[src/rtl/cmd_issue_pkg.sv]
package cmd_issue_pkg;

  localparam logic [31:0] CMD_KEEP_MASK   = 32'h3FFB_0037;
  localparam logic [31:0] STD_ERR_MASK    = 32'hFDF9_8000;
  localparam logic [31:0] ADDR_RSP_MASK   = 32'h0000_0E00;
  localparam logic [5:0]  IDX_ADDR_RSP    = 6'd3;
  localparam logic [5:0]  IDX_IF_COND     = 6'd8;
  localparam logic [5:0]  IDX_OP_COND     = 6'd41;

  typedef enum logic [1:0] {
    RSP_NONE       = 2'd0,
    RSP_LONG       = 2'd1,
    RSP_SHORT      = 2'd2,
    RSP_SHORT_BUSY = 2'd3
  } rsp_kind_t;

  typedef struct packed {
    logic [5:0] idx;
    logic       data_present;
    rsp_kind_t  kind;
    logic       dir_rd;
  } cmd_fields_t;

  typedef enum logic [1:0] {
    ST_IDLE = 2'd0,
    ST_WAIT = 2'd1,
    ST_BUSY = 2'd2
  } ctl_state_t;

endpackage

[src/rtl/cmd_decode.sv]
module cmd_decode
  import cmd_issue_pkg::*;
#(
  parameter int CMD_W = 32
) (
  input  logic             clk,
  input  logic             rst,
  input  logic             load,
  input  logic [CMD_W-1:0] wdata,
  output logic [CMD_W-1:0] cmd_q,
  output cmd_fields_t      fields
);

  always_comb begin
    fields.idx          = wdata[29:24];
    fields.data_present = wdata[21];
    fields.kind         = rsp_kind_t'(wdata[17:16]);
    fields.dir_rd       = wdata[4];
  end

  always_ff @(posedge clk) begin
    if (rst)
      cmd_q <= '0;
    else if (load)
      cmd_q <= wdata & CMD_KEEP_MASK;
  end

endmodule

[src/rtl/rsp_capture.sv]
module rsp_capture
  import cmd_issue_pkg::*;
#(
  parameter int DATA_W    = 32,
  parameter int RSP_BYTES = 16,
  parameter int CNT_W     = $clog2(RSP_BYTES + 1)
) (
  input  logic                   clk,
  input  logic                   rst,
  input  logic                   accept,
  input  rsp_kind_t              kind,
  input  logic [CNT_W-1:0]       count,
  input  logic [RSP_BYTES*8-1:0] data,
  output logic [RSP_BYTES*8-1:0] words,
  output logic                   timed_out
);

  localparam int RSP_W = RSP_BYTES * 8;
  localparam int WORDS = RSP_W / DATA_W;
  localparam logic [CNT_W-1:0] NEED_LONG  = CNT_W'(RSP_BYTES);
  localparam logic [CNT_W-1:0] NEED_SHORT = CNT_W'(DATA_W / 8);

  logic [WORDS-1:0][DATA_W-1:0] word_q;
  logic                         do_store;

  always_comb begin
    unique case (kind)
      RSP_LONG:                 timed_out = (count < NEED_LONG);
      RSP_SHORT, RSP_SHORT_BUSY: timed_out = (count < NEED_SHORT);
      default:                  timed_out = 1'b0;
    endcase
  end

  assign do_store = accept && !timed_out;

  for (genvar i = 0; i < WORDS; i++) begin : g_word
    always_ff @(posedge clk) begin
      if (rst)
        word_q[i] <= '0;
      else if (do_store) begin
        if (kind == RSP_LONG)
          word_q[i] <= data[i*DATA_W +: DATA_W];
        else if ((i == 0) && (kind == RSP_SHORT || kind == RSP_SHORT_BUSY))
          word_q[i] <= data[RSP_W-1 -: DATA_W];
      end
    end
  end

  assign words = word_q;

endmodule

[src/rtl/card_err_check.sv]
module card_err_check
  import cmd_issue_pkg::*;
(
  input  logic [5:0]  idx,
  input  rsp_kind_t   kind,
  input  logic        timed_out,
  input  logic [31:0] status_word,
  input  logic [31:0] err_en,
  output logic        err_hit
);

  logic [31:0] mask;
  logic [31:0] status;

  always_comb begin
    mask   = '0;
    status = '0;
    if (!timed_out && (kind == RSP_SHORT || kind == RSP_SHORT_BUSY)) begin
      if (idx == IDX_OP_COND || idx == IDX_IF_COND) begin
        mask   = '0;
        status = '0;
      end else if (idx == IDX_ADDR_RSP) begin
        mask   = ADDR_RSP_MASK;
        status = {16'h0000, status_word[15:0]};
      end else begin
        mask   = STD_ERR_MASK;
        status = status_word;
      end
    end
    err_hit = |(status & mask & err_en);
  end

endmodule

[src/rtl/cmd_issue_ctrl.sv]
module cmd_issue_ctrl
  import cmd_issue_pkg::*;
#(
  parameter int CMD_W     = 32,
  parameter int DATA_W    = 32,
  parameter int RSP_BYTES = 16,
  parameter int IDX_W     = 6,
  parameter int CNT_W     = $clog2(RSP_BYTES + 1)
) (
  input  logic                   clk,
  input  logic                   rst,
  input  logic                   cmd_wr,
  input  logic [CMD_W-1:0]       cmd_wdata,
  input  logic [DATA_W-1:0]      arg_in,
  input  logic [DATA_W-1:0]      err_en,
  input  logic                   init_mode,
  input  logic                   rsp_valid,
  input  logic [CNT_W-1:0]       rsp_count,
  input  logic [RSP_BYTES*8-1:0] rsp_data,
  input  logic                   card_busy,
  output logic [CMD_W-1:0]       cmd_q,
  output logic                   card_req,
  output logic [IDX_W-1:0]       card_idx,
  output logic [DATA_W-1:0]      card_arg,
  output logic [RSP_BYTES*8-1:0] resp_words,
  output logic                   xfer_start,
  output logic                   xfer_dir_rd,
  output logic                   busy_flag,
  output logic                   cmd_inhibit,
  output logic                   ev_cc,
  output logic                   ev_cto,
  output logic                   ev_cerr_set,
  output logic                   ev_cerr_clr
);

  localparam int RSP_W = RSP_BYTES * 8;

  ctl_state_t  state_q;
  cmd_fields_t fields;
  rsp_kind_t   kind_q;
  logic        accept_cmd;
  logic        accept_rsp;
  logic        timed_out;
  logic        err_hit;
  logic        init_bypass;

  assign accept_cmd  = cmd_wr && (state_q == ST_IDLE);
  assign accept_rsp  = rsp_valid && (state_q == ST_WAIT);
  assign init_bypass = init_mode && (fields.idx == '0);

  cmd_decode #(.CMD_W(CMD_W)) u_dec (
    .clk    (clk),
    .rst    (rst),
    .load   (accept_cmd),
    .wdata  (cmd_wdata),
    .cmd_q  (cmd_q),
    .fields (fields)
  );

  rsp_capture #(
    .DATA_W    (DATA_W),
    .RSP_BYTES (RSP_BYTES),
    .CNT_W     (CNT_W)
  ) u_cap (
    .clk       (clk),
    .rst       (rst),
    .accept    (accept_rsp),
    .kind      (kind_q),
    .count     (rsp_count),
    .data      (rsp_data),
    .words     (resp_words),
    .timed_out (timed_out)
  );

  card_err_check u_err (
    .idx         (card_idx),
    .kind        (kind_q),
    .timed_out   (timed_out),
    .status_word (rsp_data[RSP_W-1 -: 32]),
    .err_en      (err_en),
    .err_hit     (err_hit)
  );

  always_ff @(posedge clk) begin
    if (rst) begin
      state_q     <= ST_IDLE;
      kind_q      <= RSP_NONE;
      card_req    <= 1'b0;
      card_idx    <= '0;
      card_arg    <= '0;
      xfer_start  <= 1'b0;
      xfer_dir_rd <= 1'b0;
      busy_flag   <= 1'b0;
      ev_cc       <= 1'b0;
      ev_cto      <= 1'b0;
      ev_cerr_set <= 1'b0;
      ev_cerr_clr <= 1'b0;
    end else begin
      card_req    <= 1'b0;
      xfer_start  <= 1'b0;
      ev_cc       <= 1'b0;
      ev_cto      <= 1'b0;
      ev_cerr_set <= 1'b0;
      ev_cerr_clr <= 1'b0;
      unique case (state_q)
        ST_IDLE: begin
          if (accept_cmd) begin
            if (init_bypass) begin
              ev_cc <= 1'b1;
            end else begin
              card_req <= 1'b1;
              card_idx <= fields.idx;
              card_arg <= arg_in;
              kind_q   <= fields.kind;
              state_q  <= ST_WAIT;
              if (fields.data_present) begin
                xfer_start  <= 1'b1;
                xfer_dir_rd <= fields.dir_rd;
              end
            end
          end
        end
        ST_WAIT: begin
          if (accept_rsp) begin
            ev_cerr_set <= err_hit;
            ev_cerr_clr <= !err_hit;
            if (timed_out) begin
              ev_cto  <= 1'b1;
              state_q <= ST_IDLE;
            end else if (kind_q == RSP_SHORT_BUSY) begin
              busy_flag <= 1'b1;
              state_q   <= ST_BUSY;
            end else begin
              ev_cc   <= 1'b1;
              state_q <= ST_IDLE;
            end
          end
        end
        ST_BUSY: begin
          if (!card_busy) begin
            busy_flag <= 1'b0;
            ev_cc     <= 1'b1;
            state_q   <= ST_IDLE;
          end
        end
        default: state_q <= ST_IDLE;
      endcase
    end
  end

  assign cmd_inhibit = (state_q != ST_IDLE);

endmodule

[config.mk]
export PLATFORM = sky130hd
export DESIGN_NAME = cmd_issue_ctrl
export DESIGN_NICKNAME = d
export VERILOG_FILES = /design/src/rtl/cmd_issue_pkg.sv /design/src/rtl/cmd_decode.sv /design/src/rtl/rsp_capture.sv /design/src/rtl/card_err_check.sv /design/src/rtl/cmd_issue_ctrl.sv
export SDC_FILE = /design/constraint.sdc
export NUM_CORES = 1
export LEC_CHECK = 0
export BUFFER_PORTS_ARGS = -buffer_cell sky130_fd_sc_hd__buf_2
export CAP_MARGIN = 20
export CORE_AREA = 2 2 174 176
export DETAILED_ROUTE_END_ITERATION = 7
export DIE_AREA = 0 0 176 178
export PLACE_DENSITY = 0.54
export SETUP_SLACK_MARGIN = 0.05
export SYNTH_ARGS = -nofsm -noshare
export SYNTH_HDL_FRONTEND = slang
export SYNTH_SLANG_ARGS = --single-unit
[constraint.sdc]
create_clock -name clk -period 2 [get_ports clk]
set_input_delay 0.3 -clock clk [delete_from_list [all_inputs] [get_ports clk]]
set_output_delay 0.3 -clock clk [all_outputs]
set_load 0.05 [all_outputs]
==> impl_metrics.json <==
{
  "outcome": "completed",
  "min_path_cells": 3,
  "crit_path_top_delay_cell": "sky130_fd_sc_hd__dfxtp_1",
  "ir_drop_v": 0.000436,
  "yosys.cell_types.count": 38,
  "path_depth": 5,
  "global_route.usage.total_pct": 15.5,
  "ctsRootBufferMaster": "sky130_fd_sc_hd__clkbuf_16",
  "post_route_cells_drive_above_1_share_pct": 35.8,
  "cts.sinks": 196,
  "muxShareOfSynthArea_pct": 4.37,
  "cts_tree": "yes",
  "ant_nets": 0,
  "nFillCells": 3158,
  "period_needed_ns": 1.71,
  "timing.clock.skew_ns": 0.0132,
  "timing_hold_violations_final": 0,
  "worst_slew_pin_slew_ns": 0.649,
  "yosys.area_share.xor_xnor_pct": 0.120,
  "timing.rr.end": "u_cap.words[5]$_SDFFE_PP0P_",
  "worst_path_largest_cell_delay_ns": 0.44,
  "synth_simple_gate_area_share_pct": 19.8,
  "utilization_pct": 35.2,
  "vias": 7244,
  "path_cells": "and3b_2, a21boi_4, buf_12, nor2_1, a211oi_1",
  "timing.hold.worst.class": "in2reg",
  "avgSynthCellArea_um2": 8.24,
  "crit_family": "compound AO/OA/AOI/OAI gates",
  "io-pin-count": 442,
  "initial_utilization_pct": 24.9,
  "power_per_cell_area_nw_per_um2": 838,
  "synthTopCellsByArea": "sky130_fd_sc_hd__dfxtp_1 (54%), sky130_fd_sc_hd__nand2_1 (16%), sky130_fd_sc_hd__a21oi_1 (11%), sky130_fd_sc_hd__mux2i_1 (4.4%), sky130_fd_sc_hd__a211oi_1 (3.5%)",
  "drt_drc_violations_left": 0,
  "die_y_um": 178,
  "grt_pass1_wl_um": 37600,
  "cp_max_fo": 64,
  "maxClockFrequency_mhz": 584,
  "postSynth.asyncResetShare_pct": 0,
  "clkLatencyLatePin_ns": 0.43,
  "detail_route.vias_per_cell": 4.36,
  "drv_cap": 0,
  "fin_tns_setup_ns": 0,
  "hpwlAfterDp_um": 18500,
  "min_period_over_period_pct": 85.6,
  "vias_in_the_first_global_route": 6597,
  "hold_path_startpoint": "cmd_wdata[20]",
  "drv_slew": 0,
  "place_worst_setup_slack_ns": 0.143,
  "number_of_setup_buffers_added_after_cts": 0,
  "p_int_mw": 6.22,
  "yosysTopAreaCell": "sky130_fd_sc_hd__dfxtp_1",
  "synth.cell_area_um2": 7320,
  "total_switching_power_mw": 2.45,
  "pin_count_of_the_biggest_net_entering_global_routing": 65,
  "critical_path_buf_inv_count": 1,
  "synth.yosys.warnings": 0,
  "timing.critical_path.from": "state_q[0]$_SDFFE_PP0P_",
  "cp-start-kind": "flop",
  "finalSetupViolCount": 0,
  "routed_wirelength_normalized_by_instance_count_um": 15.3,
  "post_synth_edffs": 0,
  "synth_seq_area_share_pct": 53.6,
  "crit-reg2reg-launch": "state_q[0]$_SDFFE_PP0P_",
  "part_of_the_power_in_the_clock_network_pct": 39.8,
  "worstPathRequired_ns": 2.34,
  "critPathKind": "reg2reg",
  "sequential_power_share_pct": 46.8,
  "die_w_um": 176,
  "port-buffer-count": 396,
  "p_comb_share_pct": 13.4,
  "grt_setup_unrepaired": "no",
  "reg2reg_slack_ns": 0.29,
  "synth.ff_latch_count": 196,
  "number_of_iterations_in_the_first_detailed_routing_pass": 6,
  "buffer_depth_of_the_longest_clock_path": 2,
  "first_iter_violations": 273,
  "routed_wirelength_um": 25300,
  "die_area_um2": 31300,
  "critical_path_arrival_ns": 2.05,
  "synth_top_area_share_pct": 53.6,
  "gp_congestion": 0.810,
  "gr-total-overflow": 0,
  "htreeDepth": 4,
  "nNetsFinal": 1491,
  "timing.slew.headroom_pct": 56.7,
  "fraction_of_the_mapped_netlist_area_in_compound_gates_pct": 16.3,
  "worst_r2r_path_depth": 5,
  "antenna_found_initial": 3,
  "synth_top_flop_cell": "sky130_fd_sc_hd__dfxtp_1",
  "final_critical_path_setup_slack_ns": 0.289,
  "post_synth_fa_ha_maj_area_fraction_pct": 0,
  "cts.reportedPaths.clkPinSlew_ns": 0.08,
  "synthToLayoutAreaGrowth_pct": 41.2,
  "std_cell_rows": 63,
  "crit_path_end_kind": "flop",
  "synth_top_family_by_area": "simple AND/OR/NAND/NOR gates",
  "syn-instance-count": 889,
  "core-area_um2": 29400,
  "numCtsBuffers": 17,
  "cellLeakagePower_nw": 4.58,
  "netSwitchingFraction_pct": 28.3,
  "hold_end": "u_dec.cmd_q[20]$_SDFFE_PP0P_"
}
==> cells in the mapped netlist, types with 2 or more instances <==
master / number
sky130_fd_sc_hd__nand2b_1: 2
sky130_fd_sc_hd__buf_6: 4
sky130_fd_sc_hd__inv_1: 4
sky130_fd_sc_hd__nor2b_1: 2
sky130_fd_sc_hd__o21ai_0: 2
sky130_fd_sc_hd__nand2_1: 304
sky130_fd_sc_hd__a22oi_1: 7
sky130_fd_sc_hd__buf_1: 3
sky130_fd_sc_hd__buf_4: 14
sky130_fd_sc_hd__nor3_1: 3
sky130_fd_sc_hd__clkbuf_1: 42
sky130_fd_sc_hd__a21oi_1: 159
sky130_fd_sc_hd__buf_2: 17
sky130_fd_sc_hd__nand3_1: 5
sky130_fd_sc_hd__dfxtp_1: 196
sky130_fd_sc_hd__and3b_1: 2
sky130_fd_sc_hd__a211oi_1: 34
sky130_fd_sc_hd__nor3b_1: 2
sky130_fd_sc_hd__nor2_1: 37
sky130_fd_sc_hd__mux2i_1: 32
==> worst reg2reg max path, cell delays in order, from the launching register on <==
cell                       delay, ns
sky130_fd_sc_hd__dfxtp_1        0.44
sky130_fd_sc_hd__and3b_2        0.34
sky130_fd_sc_hd__a21boi_4       0.23
sky130_fd_sc_hd__buf_12         0.25
sky130_fd_sc_hd__nor2_1         0.13
sky130_fd_sc_hd__a211oi_1       0.22
==> per-layer routing <==
layer | share of wire, % | global-route usage (%) | vias to the layer above
met4 | 2.0 | 4.89 | 2
met1 | 44 | 19.5 | 3300
met2 | 47 | 25.1 | 246
met3 | 7.2 | 4.92 | 32
met5 | 0.051 | 0 | -
li1 | - | - | 3664
==> cell families after synthesis <==
kind of cell / count (synthesis)
AND/OR/NAND/NOR: 366
AO/OA/AOI/OAI: 209
flip-flops: 196
buffers and inverters: 84
multiplexers: 32
XOR/XNOR: 1
other: 1
==> layout make-up <==
class	instances	area (µm²)	area share [%]
multi-input combinational	622	3070	29.7
clock buffer	20	437	4.22
timing repair buffer	415	2270	21.9
sequential	196	3920	38.0
inverter	4	15.0	0.145
tap	390	488	4.72
antenna	1	2.50	0.0242
clock inverter	12	131	1.27
==> power groups by stage <==
stage               sequential [mW]  clock (mW)  combinational, mW
global placement               4.14           0               1.17
floorplan                      4.47           0              0.408
detailed placement             4.14           0               1.17
CTS                            4.05        3.60               1.17
global route                   4.06        3.76               1.25
finish                         4.05        3.45               1.16
==> flip-flops by register name, summed over array words and instances (netlist names), 2 cells and up <==
register	cells
card_idx	6
kind_q	2
u_dec.cmd_q	18
card_arg	32
state_q	2
u_cap.words	128
==> timing repair <==
| item | 4_1_cts | 5_1_grt |
|---|---|---|
| setup endpoints to repair | 0 | 7 |
| resized for setup | 0 | 1 |
| hold buffers | 0 | 0 |
==> through the flow <==
stage | instances | hold slack [ns] | power, mW | area, µm²
final | 1660 | 0.0949 | 8.66 | 10300
after global routing | 1660 | 0.0724 | 9.07 | 10300
after CTS | 1659 | 0.0644 | 8.83 | 10300
after detailed placement | 1627 | 0.443 | 5.31 | 9760
after global placement | 1627 | 0.439 | 5.31 | 9760
after floorplan | 902 | 0.379 | 4.88 | 7370
==> cell usage in the layout, fill, tap and decap left out, types with 11 or more instances in the layout <==
master                      count
sky130_fd_sc_hd__clkbuf_16     17
sky130_fd_sc_hd__conb_1        14
sky130_fd_sc_hd__a21oi_1      159
sky130_fd_sc_hd__buf_12        11
sky130_fd_sc_hd__nor2_1        37
sky130_fd_sc_hd__mux2i_1       32
sky130_fd_sc_hd__a211oi_1      34
sky130_fd_sc_hd__buf_2        395
sky130_fd_sc_hd__dfxtp_1      196
sky130_fd_sc_hd__nand2_1      304
==> how the worst max path moves through the flow <==
stage                                   end  slack, ns
6_report        u_cap.words[5]$_SDFFE_PP0P_       0.29
5_1_grt        u_cap.words[12]$_SDFFE_PP0P_       0.15
4_1_cts         u_cap.words[5]$_SDFFE_PP0P_       0.19
3_5_place_dp       xfer_dir_rd$_SDFFE_PP0P_       0.14
3_3_place_gp       xfer_dir_rd$_SDFFE_PP0P_       0.17
2_1_floorplan     card_arg[14]$_SDFFE_PP0P_       0.24
Note: power is estimated with default switching activity, not from simulation.
